File: config.mk
export PLATFORM = sky130hd
export DESIGN_NAME = tmb_timebase
export DESIGN_NICKNAME = d
export VERILOG_FILES = /design/src/rtl/tmb_pkg.sv /design/src/rtl/tmb_regs.sv /design/src/rtl/tmb_prescaler.sv /design/src/rtl/tmb_counter.sv /design/src/rtl/tmb_timebase.sv
export SDC_FILE = /design/constraint.sdc
export NUM_CORES = 1
export LEC_CHECK = 0
export BUFFER_PORTS_ARGS = -buffer_cell sky130_fd_sc_hd__buf_2
export CAP_MARGIN = 20
export CORE_MARGIN = 10
export CORE_UTILIZATION = 50
export DETAILED_ROUTE_END_ITERATION = 16
export PLACE_DENSITY = 0.68
export SLEW_MARGIN = 20
export SYNTH_ARGS = -nofsm -noshare
export SYNTH_HDL_FRONTEND = slang
export SYNTH_SLANG_ARGS = --single-unit
export TNS_END_PERCENT = 1
File: constraint.sdc
create_clock -name clk -period 8.8 [get_ports clk]
set_clock_uncertainty 0.15 [all_clocks]
set_input_delay 1.76 -clock clk [delete_from_list [all_inputs] [get_ports clk]]
set_output_delay 1.76 -clock clk [all_outputs]
set_load 0.02 [all_outputs]
File: src/rtl/tmb_pkg.sv
package tmb_pkg;

    localparam int unsigned ADDR_W = 2;

    typedef enum logic [ADDR_W-1:0] {
        ADR_CTRL = 2'd0,
        ADR_DIV  = 2'd1,
        ADR_PER  = 2'd2,
        ADR_FLAG = 2'd3
    } reg_addr_e;

    typedef enum logic [1:0] {
        MODE_UP   = 2'b00,
        MODE_DOWN = 2'b01,
        MODE_CTR  = 2'b10,
        MODE_CTR2 = 2'b11
    } cnt_mode_e;

    typedef enum logic {
        ST_RISE = 1'b0,
        ST_FALL = 1'b1
    } dir_state_e;

    typedef struct packed {
        logic      wide;
        cnt_mode_e mode;
        logic      src_sel;
        logic      evt_off;
        logic      pbuf;
        logic      run;
    } ctrl_t;

endpackage

File: src/rtl/tmb_regs.sv
module tmb_regs
    import tmb_pkg::*;
#(
    parameter int unsigned PSC_W = 16,
    parameter int unsigned FULL_W = 32
) (
    input  logic              clk,
    input  logic              rst_n,
    input  logic              wr_en,
    input  logic [ADDR_W-1:0] wr_addr,
    input  logic [FULL_W-1:0] wr_data,
    input  logic              evt,
    output ctrl_t             ctrl,
    output logic              run_q,
    output logic [PSC_W-1:0]  div_act,
    output logic [FULL_W-1:0] per_reg,
    output logic [FULL_W-1:0] per_act,
    output logic              flag,
    output logic              sw_req
);

    localparam int unsigned CTRL_W = $bits(ctrl_t);

    logic             wr_ctrl, wr_div, wr_per, wr_flag;
    logic [PSC_W-1:0] div_reg;

    always_comb begin
        wr_ctrl = wr_en && (wr_addr == ADR_CTRL);
        wr_div  = wr_en && (wr_addr == ADR_DIV);
        wr_per  = wr_en && (wr_addr == ADR_PER);
        wr_flag = wr_en && (wr_addr == ADR_FLAG);
        sw_req  = wr_flag && wr_data[1];
    end

    // control word and the one-stage run synchroniser
    always_ff @(posedge clk or negedge rst_n) begin
        if (!rst_n) begin
            ctrl  <= '0;
            run_q <= 1'b0;
        end else begin
            if (wr_ctrl) begin
                ctrl <= ctrl_t'(wr_data[CTRL_W-1:0]);
            end
            run_q <= ctrl.run;
        end
    end

    // divisor: staged, moved to the active copy only on an event
    always_ff @(posedge clk or negedge rst_n) begin
        if (!rst_n) begin
            div_reg <= '0;
            div_act <= '0;
        end else begin
            if (wr_div) begin
                div_reg <= wr_data[PSC_W-1:0];
            end
            if (evt) begin
                div_act <= div_reg;
            end
        end
    end

    // period: direct or buffered by the pbuf bit
    always_ff @(posedge clk or negedge rst_n) begin
        if (!rst_n) begin
            per_reg <= '0;
            per_act <= '0;
        end else begin
            if (wr_per) begin
                per_reg <= wr_data;
            end
            if (wr_per && !ctrl.pbuf) begin
                per_act <= wr_data;
            end else if (evt && ctrl.pbuf) begin
                per_act <= per_reg;
            end
        end
    end

    // sticky flag, set wins over a clear
    always_ff @(posedge clk or negedge rst_n) begin
        if (!rst_n) begin
            flag <= 1'b0;
        end else if (evt) begin
            flag <= 1'b1;
        end else if (wr_flag && !wr_data[0]) begin
            flag <= 1'b0;
        end
    end

endmodule

File: src/rtl/tmb_prescaler.sv
module tmb_prescaler #(
    parameter int unsigned PSC_W = 16
) (
    input  logic             clk,
    input  logic             rst_n,
    input  logic             run,
    input  logic             restart,
    input  logic [PSC_W-1:0] div,
    output logic             tick
);

    logic [PSC_W-1:0] psc_q;

    always_comb begin
        tick = run && (psc_q == div);
    end

    always_ff @(posedge clk or negedge rst_n) begin
        if (!rst_n) begin
            psc_q <= '0;
        end else if (restart) begin
            psc_q <= '0;
        end else if (run) begin
            psc_q <= tick ? '0 : psc_q + 1'b1;
        end
    end

endmodule

File: src/rtl/tmb_counter.sv
module tmb_counter
    import tmb_pkg::*;
#(
    parameter int unsigned CNT_W = 16,
    parameter int unsigned FULL_W = 2 * CNT_W
) (
    input  logic              clk,
    input  logic              rst_n,
    input  logic              tick,
    input  logic              restart,
    input  cnt_mode_e         mode,
    input  logic              wide,
    input  logic              swap_ok,
    input  logic [FULL_W-1:0] per_act,
    input  logic [FULL_W-1:0] per_reg,
    output logic [FULL_W-1:0] cnt,
    output logic              wrap
);

    localparam logic [FULL_W-1:0] ONE = FULL_W'(1);

    dir_state_e        state_q, state_d;
    logic [FULL_W-1:0] cnt_d;
    logic [FULL_W-1:0] per_e, load_e, cnt_m;

    function automatic logic [FULL_W-1:0] fit(input logic [FULL_W-1:0] v,
                                              input logic w);
        fit = w ? v : {{(FULL_W-CNT_W){1'b0}}, v[CNT_W-1:0]};
    endfunction

    always_comb begin
        per_e  = fit(per_act, wide);
        load_e = fit(swap_ok ? per_reg : per_act, wide);
        cnt_m  = fit(cnt, wide);
    end

    // next state, next count and the turnaround strobe
    always_comb begin
        state_d = state_q;
        cnt_d   = cnt;
        wrap    = 1'b0;
        if (restart) begin
            if (mode == MODE_DOWN) begin
                cnt_d   = load_e;
                state_d = ST_FALL;
            end else begin
                cnt_d   = '0;
                state_d = ST_RISE;
            end
        end else if (tick) begin
            unique case (mode)
                MODE_UP: begin
                    state_d = ST_RISE;
                    if (cnt_m >= per_e) begin
                        cnt_d = '0;
                        wrap  = 1'b1;
                    end else begin
                        cnt_d = cnt_m + ONE;
                    end
                end
                MODE_DOWN: begin
                    state_d = ST_FALL;
                    if (cnt_m == '0) begin
                        cnt_d = load_e;
                        wrap  = 1'b1;
                    end else begin
                        cnt_d = cnt_m - ONE;
                    end
                end
                MODE_CTR, MODE_CTR2: begin
                    unique case (state_q)
                        ST_RISE: begin
                            if ((cnt_m >= per_e) || (cnt_m + ONE == per_e)) begin
                                cnt_d   = per_e;
                                state_d = ST_FALL;
                                wrap    = 1'b1;
                            end else begin
                                cnt_d = cnt_m + ONE;
                            end
                        end
                        ST_FALL: begin
                            if (cnt_m <= ONE) begin
                                cnt_d   = '0;
                                state_d = ST_RISE;
                                wrap    = 1'b1;
                            end else begin
                                cnt_d = cnt_m - ONE;
                            end
                        end
                    endcase
                end
            endcase
        end
    end

    always_ff @(posedge clk or negedge rst_n) begin
        if (!rst_n) begin
            state_q <= ST_RISE;
        end else begin
            state_q <= state_d;
        end
    end

    always_ff @(posedge clk or negedge rst_n) begin
        if (!rst_n) begin
            cnt <= '0;
        end else begin
            cnt <= cnt_d;
        end
    end

endmodule

File: src/rtl/tmb_timebase.sv
module tmb_timebase
    import tmb_pkg::*;
#(
    parameter int unsigned CNT_W = 16,
    parameter int unsigned PSC_W = 16
) (
    input  logic                 clk,
    input  logic                 rst_n,
    input  logic                 wr_en,
    input  logic [ADDR_W-1:0]    wr_addr,
    input  logic [2*CNT_W-1:0]   wr_data,
    output logic [2*CNT_W-1:0]   cnt_value,
    output logic                 cnt_tick,
    output logic                 ovf_pulse,
    output logic                 ovf_flag,
    output logic                 run_active
);

    localparam int unsigned FULL_W = 2 * CNT_W;

    ctrl_t             ctrl;
    logic              ctrl_run, evt_off, pbuf;
    logic [PSC_W-1:0]  div_act;
    logic [FULL_W-1:0] per_reg, per_act;
    logic              sw_req, sw_evt, wrap, evt;

    always_comb begin
        ctrl_run  = ctrl.run;
        evt_off   = ctrl.evt_off;
        pbuf      = ctrl.pbuf;
        sw_evt    = sw_req && !ctrl.src_sel && !ctrl.evt_off;
        evt       = sw_evt || (wrap && !ctrl.evt_off);
        ovf_pulse = evt;
    end

    tmb_regs #(.PSC_W(PSC_W), .FULL_W(FULL_W)) u_regs (
        .clk     (clk),
        .rst_n   (rst_n),
        .wr_en   (wr_en),
        .wr_addr (wr_addr),
        .wr_data (wr_data),
        .evt     (evt),
        .ctrl    (ctrl),
        .run_q   (run_active),
        .div_act (div_act),
        .per_reg (per_reg),
        .per_act (per_act),
        .flag    (ovf_flag),
        .sw_req  (sw_req)
    );

    tmb_prescaler #(.PSC_W(PSC_W)) u_psc (
        .clk     (clk),
        .rst_n   (rst_n),
        .run     (run_active),
        .restart (evt),
        .div     (div_act),
        .tick    (cnt_tick)
    );

    tmb_counter #(.CNT_W(CNT_W), .FULL_W(FULL_W)) u_cnt (
        .clk     (clk),
        .rst_n   (rst_n),
        .tick    (cnt_tick),
        .restart (sw_evt),
        .mode    (ctrl.mode),
        .wide    (ctrl.wide),
        .swap_ok (ctrl.pbuf && !ctrl.evt_off),
        .per_act (per_act),
        .per_reg (per_reg),
        .cnt     (cnt_value),
        .wrap    (wrap)
    );

endmodule

==> results of run 1 <==
final cells by class:
type	instances	area, µm²	share of cell area
Clock buffer	17	425	0.0322
Clock inverter	15	199	0.0151
Inverter	49	184	0.0139
Multi-Input combinational cell	1124	7590	0.574
Sequential cell	154	3850	0.292
Tap cell	319	399	0.0302
Timing Repair Buffer	97	558	0.0423
logic make-up after synthesis:
logic type,Yosys count,share of synthesized area
simple gates,488,0.207
compound gates,415,0.231
mux,80,0.0734
buf+inv,154,0.0551
fa+ha+maj,36,0.0373
flops,154,0.319
xor+xnor,105,0.0768
metrics by stage:
stage | utilization | cell area (µm²) | std cells | power, µW | hold WS [ns]
finish | 0.559 | 13200 | 1775 | 4070 | 0.237
CTS | 0.559 | 13200 | 1774 | 3990 | 0.237
global route | 0.559 | 13200 | 1775 | 4280 | 0.257
detailed placement | 0.532 | 12600 | 1742 | 3190 | 0.214
global placement | 0.532 | 12600 | 1742 | 3180 | 0.205
floorplan | - | 12100 | 1432 | 2510 | 0.200
synth_stat cells, types with 7 or more instances:
| cell type | n | share of area |
|---|---|---|
| nand4_1 | 34 | 0.018 |
| o221ai_1 | 9 | 0.0065 |
| o21a_1 | 40 | 0.025 |
| clkbuf_1 | 65 | 0.020 |
| a221oi_1 | 9 | 0.0065 |
| nand2_1 | 159 | 0.049 |
| or4_1 | 8 | 0.0050 |
| dfrtp_1 | 154 | 0.32 |
| ha_1 | 36 | 0.037 |
| a31oi_1 | 19 | 0.0098 |
| o32a_1 | 30 | 0.025 |
| o31a_1 | 8 | 0.0058 |
| nor4_1 | 21 | 0.011 |
| o211ai_1 | 19 | 0.012 |
| and3_1 | 16 | 0.0083 |
| nor2_1 | 104 | 0.032 |
| nor3_1 | 24 | 0.0099 |
| inv_1 | 48 | 0.015 |
| nand3_1 | 48 | 0.020 |
| and4_1 | 10 | 0.0073 |
| xor2_1 | 28 | 0.020 |
| a211oi_1 | 17 | 0.011 |
| xnor2_1 | 76 | 0.055 |
| mux2_2 | 63 | 0.059 |
| nor3b_1 | 7 | 0.0044 |
| o21ai_0 | 95 | 0.039 |
| mux2i_1 | 12 | 0.0099 |
| buf_1 | 8 | 0.0025 |
| nor2b_1 | 7 | 0.0036 |
| o22ai_1 | 11 | 0.0057 |
| a21oi_1 | 85 | 0.035 |
| or3_1 | 10 | 0.0052 |
| a21o_1 | 14 | 0.0087 |
| o31ai_1 | 17 | 0.011 |
| buf_2 | 20 | 0.0083 |
final timing paths:
kind / from / to / slack (ns) / cells past startpoint
max: u_cnt.cnt[0] / ovf_pulse / 2.30 / 10
min: u_regs.ctrl[0] / u_regs.run_q / 0.24 / 0
max reg2reg: u_regs.ctrl[6] / u_cnt.cnt[19] / 2.95 / 12
min reg2reg: u_regs.ctrl[0] / u_regs.run_q / 0.24 / 0
max in group asynchronous: rst_n / u_regs.ctrl[6] / 5.79 / 2
min in group asynchronous: rst_n / u_cnt.cnt[25] / 1.20 / 1
per-layer routing:
metal	vias to the layer above	GRT usage	part of all wire
li1	5303	-	-
met1	5830	0.428	0.43
met2	815	0.434	0.41
met3	116	0.0948	0.13
met4	0	0.0989	0.030
met5	-	0	0
worst max-delay path: stages, from the launching register on:
cell      delay, ns
dfrtp_1        0.60
ha_1           0.32
nand4_2        0.37
nor4_1         0.65
nand4_1        0.24
xnor2_2        0.33
o22ai_1        0.13
a211oi_1       0.45
nand4_4        0.48
a21oi_4        0.34
buf_2          0.20
power by group through the flow:
| stage | registers (µW) | logic, µW | clock network [µW] |
|---|---|---|---|
| finish | 1360 | 1910 | 794 |
| global route | 1380 | 2070 | 829 |
| CTS | 1340 | 1850 | 805 |
| detailed placement | 1350 | 1840 | 0 |
| global placement | 1340 | 1840 | 0 |
| floorplan | 1190 | 1320 | 0 |
layout by cell type (no fill, tap or decap), types with 19 or more instances in the layout:
cell,synthesis,routed
ha_1,36,36
o211ai_1,19,19
inv_1,48,48
nand3_1,48,48
a21oi_1,85,85
o21a_1,40,40
o32a_1,30,30
o21ai_0,95,95
buf_4,4,24
nor3_1,24,23
nor2_1,104,104
nor4_1,21,21
nand4_1,34,34
xnor2_1,76,76
a31oi_1,19,19
mux2_2,63,63
buf_2,20,71
xor2_1,28,28
nand2_1,159,159
dfrtp_1,154,153
==> results.json, run 1 <==
{
  "postCtsSetupBuffers": 0,
  "drt_iter0_drc": 1586,
  "max-slew-margin-rel": 0.253,
  "power_frac_seq": 0.335,
  "firstDrtPassIters": 6,
  "track_usage": 0.305,
  "power.switching_uw": 2030,
  "grt_max_degree": 81,
  "post_cts_resized": 0,
  "cap_violations": 0,
  "cellPowerDensity_nw_per_um2": 308,
  "ys_types": 82,
  "nets": 1516,
  "die_h_um": 175,
  "num_vias": 12100,
  "synth-seq-area-share": 0.319,
  "io_buffers": 72,
  "viasPerCell": 6.80,
  "insertion_delay_ns": 0.45,
  "drc": 0,
  "required_ns": 6.89,
  "p_int_uw": 2040,
  "syn-num-nets": 1505,
  "hold_viol_final": 0,
  "h-tree-depth": 4,
  "critPathCaptureType": "output port",
  "antenna_found_initial": 0,
  "start_util": 0.511,
  "drt-total-wl_mm": 47.9,
  "fillCellCount": 2222,
  "ctsHoldBuffers": 0,
  "antennaDiodeCount": 0,
  "worst_slew_pin_slew_ns": 1.12,
  "clock.fmax_mhz": 154,
  "cts_inserted_buffers": 17,
  "cts_tree": "built",
  "grt_pass1_wl_mm": 72.3,
  "clockBufferDepth": 2,
  "gp_congestion": 1.06,
  "path_class": "flip-flop to output port",
  "comb_power_share": 0.470,
  "ios": 73,
  "synth_cells": 1432,
  "grt_pass1_vias": 11400,
  "dp_hpwl_mm": 33.7,
  "row_count": 56,
  "rsz0062_at_grt": "no",
  "cp.arrival_ns": 4.59,
  "synth_seq_cells": 154,
  "fin_crit_ns": 6.50,
  "setup_viol": 0,
  "dieArea_um2": 30800,
  "ant_nets": 0,
  "min_path_type": "flip-flop to flip-flop",
  "area_delta_synth_final_pct": 9.39,
  "leakagePower_uw": 0.00550,
  "die_x_um": 175,
  "syn_area_um2": 12100,
  "cts_root_buf": "clkbuf_16",
  "finalSetupTns_ns": 0,
  "grt.overflow.total": 0,
  "synthArstFlopShare": 1.00,
  "crit_fanout": 17,
  "synth-edff-count": 0,
  "yosys_warnings": 0,
  "core_um2": 23600,
  "syn_avg_cell_area_um2": 8.43,
  "critPathLaunchType": "flip-flop",
  "drive_gt1_frac": 0.154,
  "drv_slew": 0,
  "finalCritPeriodShare": 0.739,
  "cts.clk_slew.worst_paths_ns": 0.08,
  "routedWlPerCell_um": 27.0,
  "clock_power_share": 0.195,
  "swShare": 0.500,
  "worst_slack_ns": 2.30,
  "outcome": "complete, no violations",
  "clkSinkCount": 154,
  "irDropWorstVdd_mv": 0.174,
  "pre_cts_ws_ns": 2.93,
  "dominantRegCellSynth": "dfrtp_1"
}
(Power assumes the default switching activity.)
==> inputs of run 2 (changes only) <==
PLACE_DENSITY = 0.7   (was 0.68)
clock period = 5.83 ns   (was 8.8 ns; I/O delays follow)
==> run 2 against run 1 <==
Compared with the run above:
- critical path depth increased by 2
- clock power rose by 52%
- register-to-register slack worse by 2.1 ns
- highest routed layer unchanged
- via count grew 1.7%
==> results.json, run 2 (same netlist as run 1, synthesis figures left out) <==
{
  "track_usage": 0.318,
  "io_buffers": 72,
  "num_vias": 12300,
  "dp_hpwl_mm": 35.2,
  "gp_congestion": 1.04,
  "cap_violations": 0,
  "cts_inserted_buffers": 17,
  "nets": 1539,
  "drt_iter0_drc": 1594,
  "cts_tree": "built",
  "cp.arrival_ns": 4.30,
  "fin_area_um2": 13400,
  "drv_slew": 0,
  "firstDrtPassIters": 6,
  "max-slew-margin-rel": 0.247,
  "grt.overflow.total": 0,
  "worst_slew_pin_slew_ns": 1.13,
  "die_x_um": 175,
  "core_um2": 23600,
  "clock.fmax_mhz": 178,
  "drt-total-wl_mm": 49.8,
  "clockBufferDepth": 2,
  "row_count": 56,
  "rsz0062_at_grt": "no",
  "grt_pass1_wl_mm": 75.2,
  "drc": 0,
  "cp_slowest_cell": "dfrtp_4",
  "start_util": 0.511,
  "cp_top_family": "simple AND/OR/NAND/NOR gates",
  "hold_viol_final": 0,
  "setup_viol": 0,
  "max_stage_delay_ns": 0.75,
  "crit_fanout": 45,
  "grt_pass1_vias": 11800,
  "path_class": "flip-flop to output port",
  "crit_path_frequent_cell": "nand2_1",
  "finalCritPeriodShare": 0.964,
  "routedWlPerCell_um": 27.7,
  "insertion_delay_ns": 0.46,
  "cts.clk_slew.worst_paths_ns": 0.08,
  "post_cts_resized": 0,
  "grt_max_degree": 88,
  "final_cell_mix": "nand2_1 (159), dfrtp_1 (153), nor2_1 (104), o21ai_0 (95), a21oi_1 (85)",
  "place_area_um2": 12700,
  "outcome": "complete, no violations",
  "viasPerCell": 6.82,
  "leakagePower_uw": 0.00561,
  "min_path_type": "flip-flop to flip-flop",
  "path_buf_inv": 3,
  "cts_root_buf": "clkbuf_16",
  "postCtsSetupBuffers": 0,
  "final_common_cell": "nand2_1",
  "antenna_found_initial": 0,
  "drive_gt1_frac": 0.167,
  "dieArea_um2": 30800,
  "ios": 73,
  "area_delta_synth_final_pct": 10.8,
  "cp_cell_sequence": "nand2_1, inv_1, ha_1, nand4_1, nor4_1, and3_1, o41ai_1, buf_4, nand2_1, nor3_1, a21oi_4, buf_2",
  "critPathLaunchType": "flip-flop",
  "ctsHoldBuffers": 0,
  "critPathCaptureType": "output port",
  "irDropWorstVdd_mv": 0.223,
  "required_ns": 4.51,
  "ant_nets": 0,
  "finalSetupTns_ns": 0,
  "cellPowerDensity_nw_per_um2": 467,
  "fin_crit_ns": 5.62,
  "clkSinkCount": 154,
  "h-tree-depth": 4,
  "die_h_um": 175
}
-- run 2: through the flow --
step	instances	utilization	setup slack (ns)	hold WS, ns	power (µW)
3_5_place_dp	1766	0.539	0.678	0.212	4910
4_1_cts	1798	0.566	0.197	0.229	6130
5_1_grt	1798	0.566	0.0991	0.237	6550
3_3_place_gp	1766	0.539	0.710	0.208	4890
2_1_floorplan	1432	-	0.778	0.200	3790
6_report	1799	0.566	0.212	0.230	6250
-- run 2: worst reg2reg max path: stages (launching register included) --
cell      delay (ns)
dfrtp_4         0.75
nand2_1         0.35
inv_1           0.26
ha_1            0.31
nand4_1         0.19
nor4_1          0.10
and3_1          0.18
o41ai_1         0.74
buf_4           0.24
nand2_1         0.06
buf_4           0.26
nor2_2          0.85
a211oi_1        0.19
o21a_1          0.23
-- run 2: final cells by class --
type	instances	area [µm²]
clock inverters	15	206
repair buffers	120	727
clock buffers	17	425
inverters	49	184
multi-input cells	1124	7570
diodes	1	2.50
fillers	2173	10200
flip-flops and latches	154	3860
well taps	319	399
-- run 2: metal layers --
| layer | up-vias | wire [µm] | track usage | share of wire |
|---|---|---|---|---|
| li1 | 5349 | - | - | - |
| met1 | 5985 | 21700 | 0.448 | 0.43 |
| met2 | 805 | 20500 | 0.450 | 0.41 |
| met3 | 129 | 5880 | 0.0899 | 0.12 |
| met4 | 0 | 1740 | 0.122 | 0.035 |
| met5 | - | 0 | 0.00831 | 0 |
-- run 2: where the power goes --
group	internal [µW]	switching [µW]
logic	1130	1880
registers	1390	644
clock network	598	613
total	3120	3140
-- run 2: worst paths after layout --
path,startpoint,end,slack [ns],depth (start not counted)
min in group asynchronous,rst_n,u_regs.per_reg[28],0.67,1
max in group asynchronous,rst_n,u_cnt.cnt[5],3.82,2
max,u_regs.ctrl[6],ovf_pulse,0.21,12
max reg2reg,u_regs.ctrl[6],u_cnt.cnt[3],0.87,13
min reg2reg,u_regs.ctrl[0],u_regs.run_q,0.23,0
min,u_regs.ctrl[0],u_regs.run_q,0.23,0
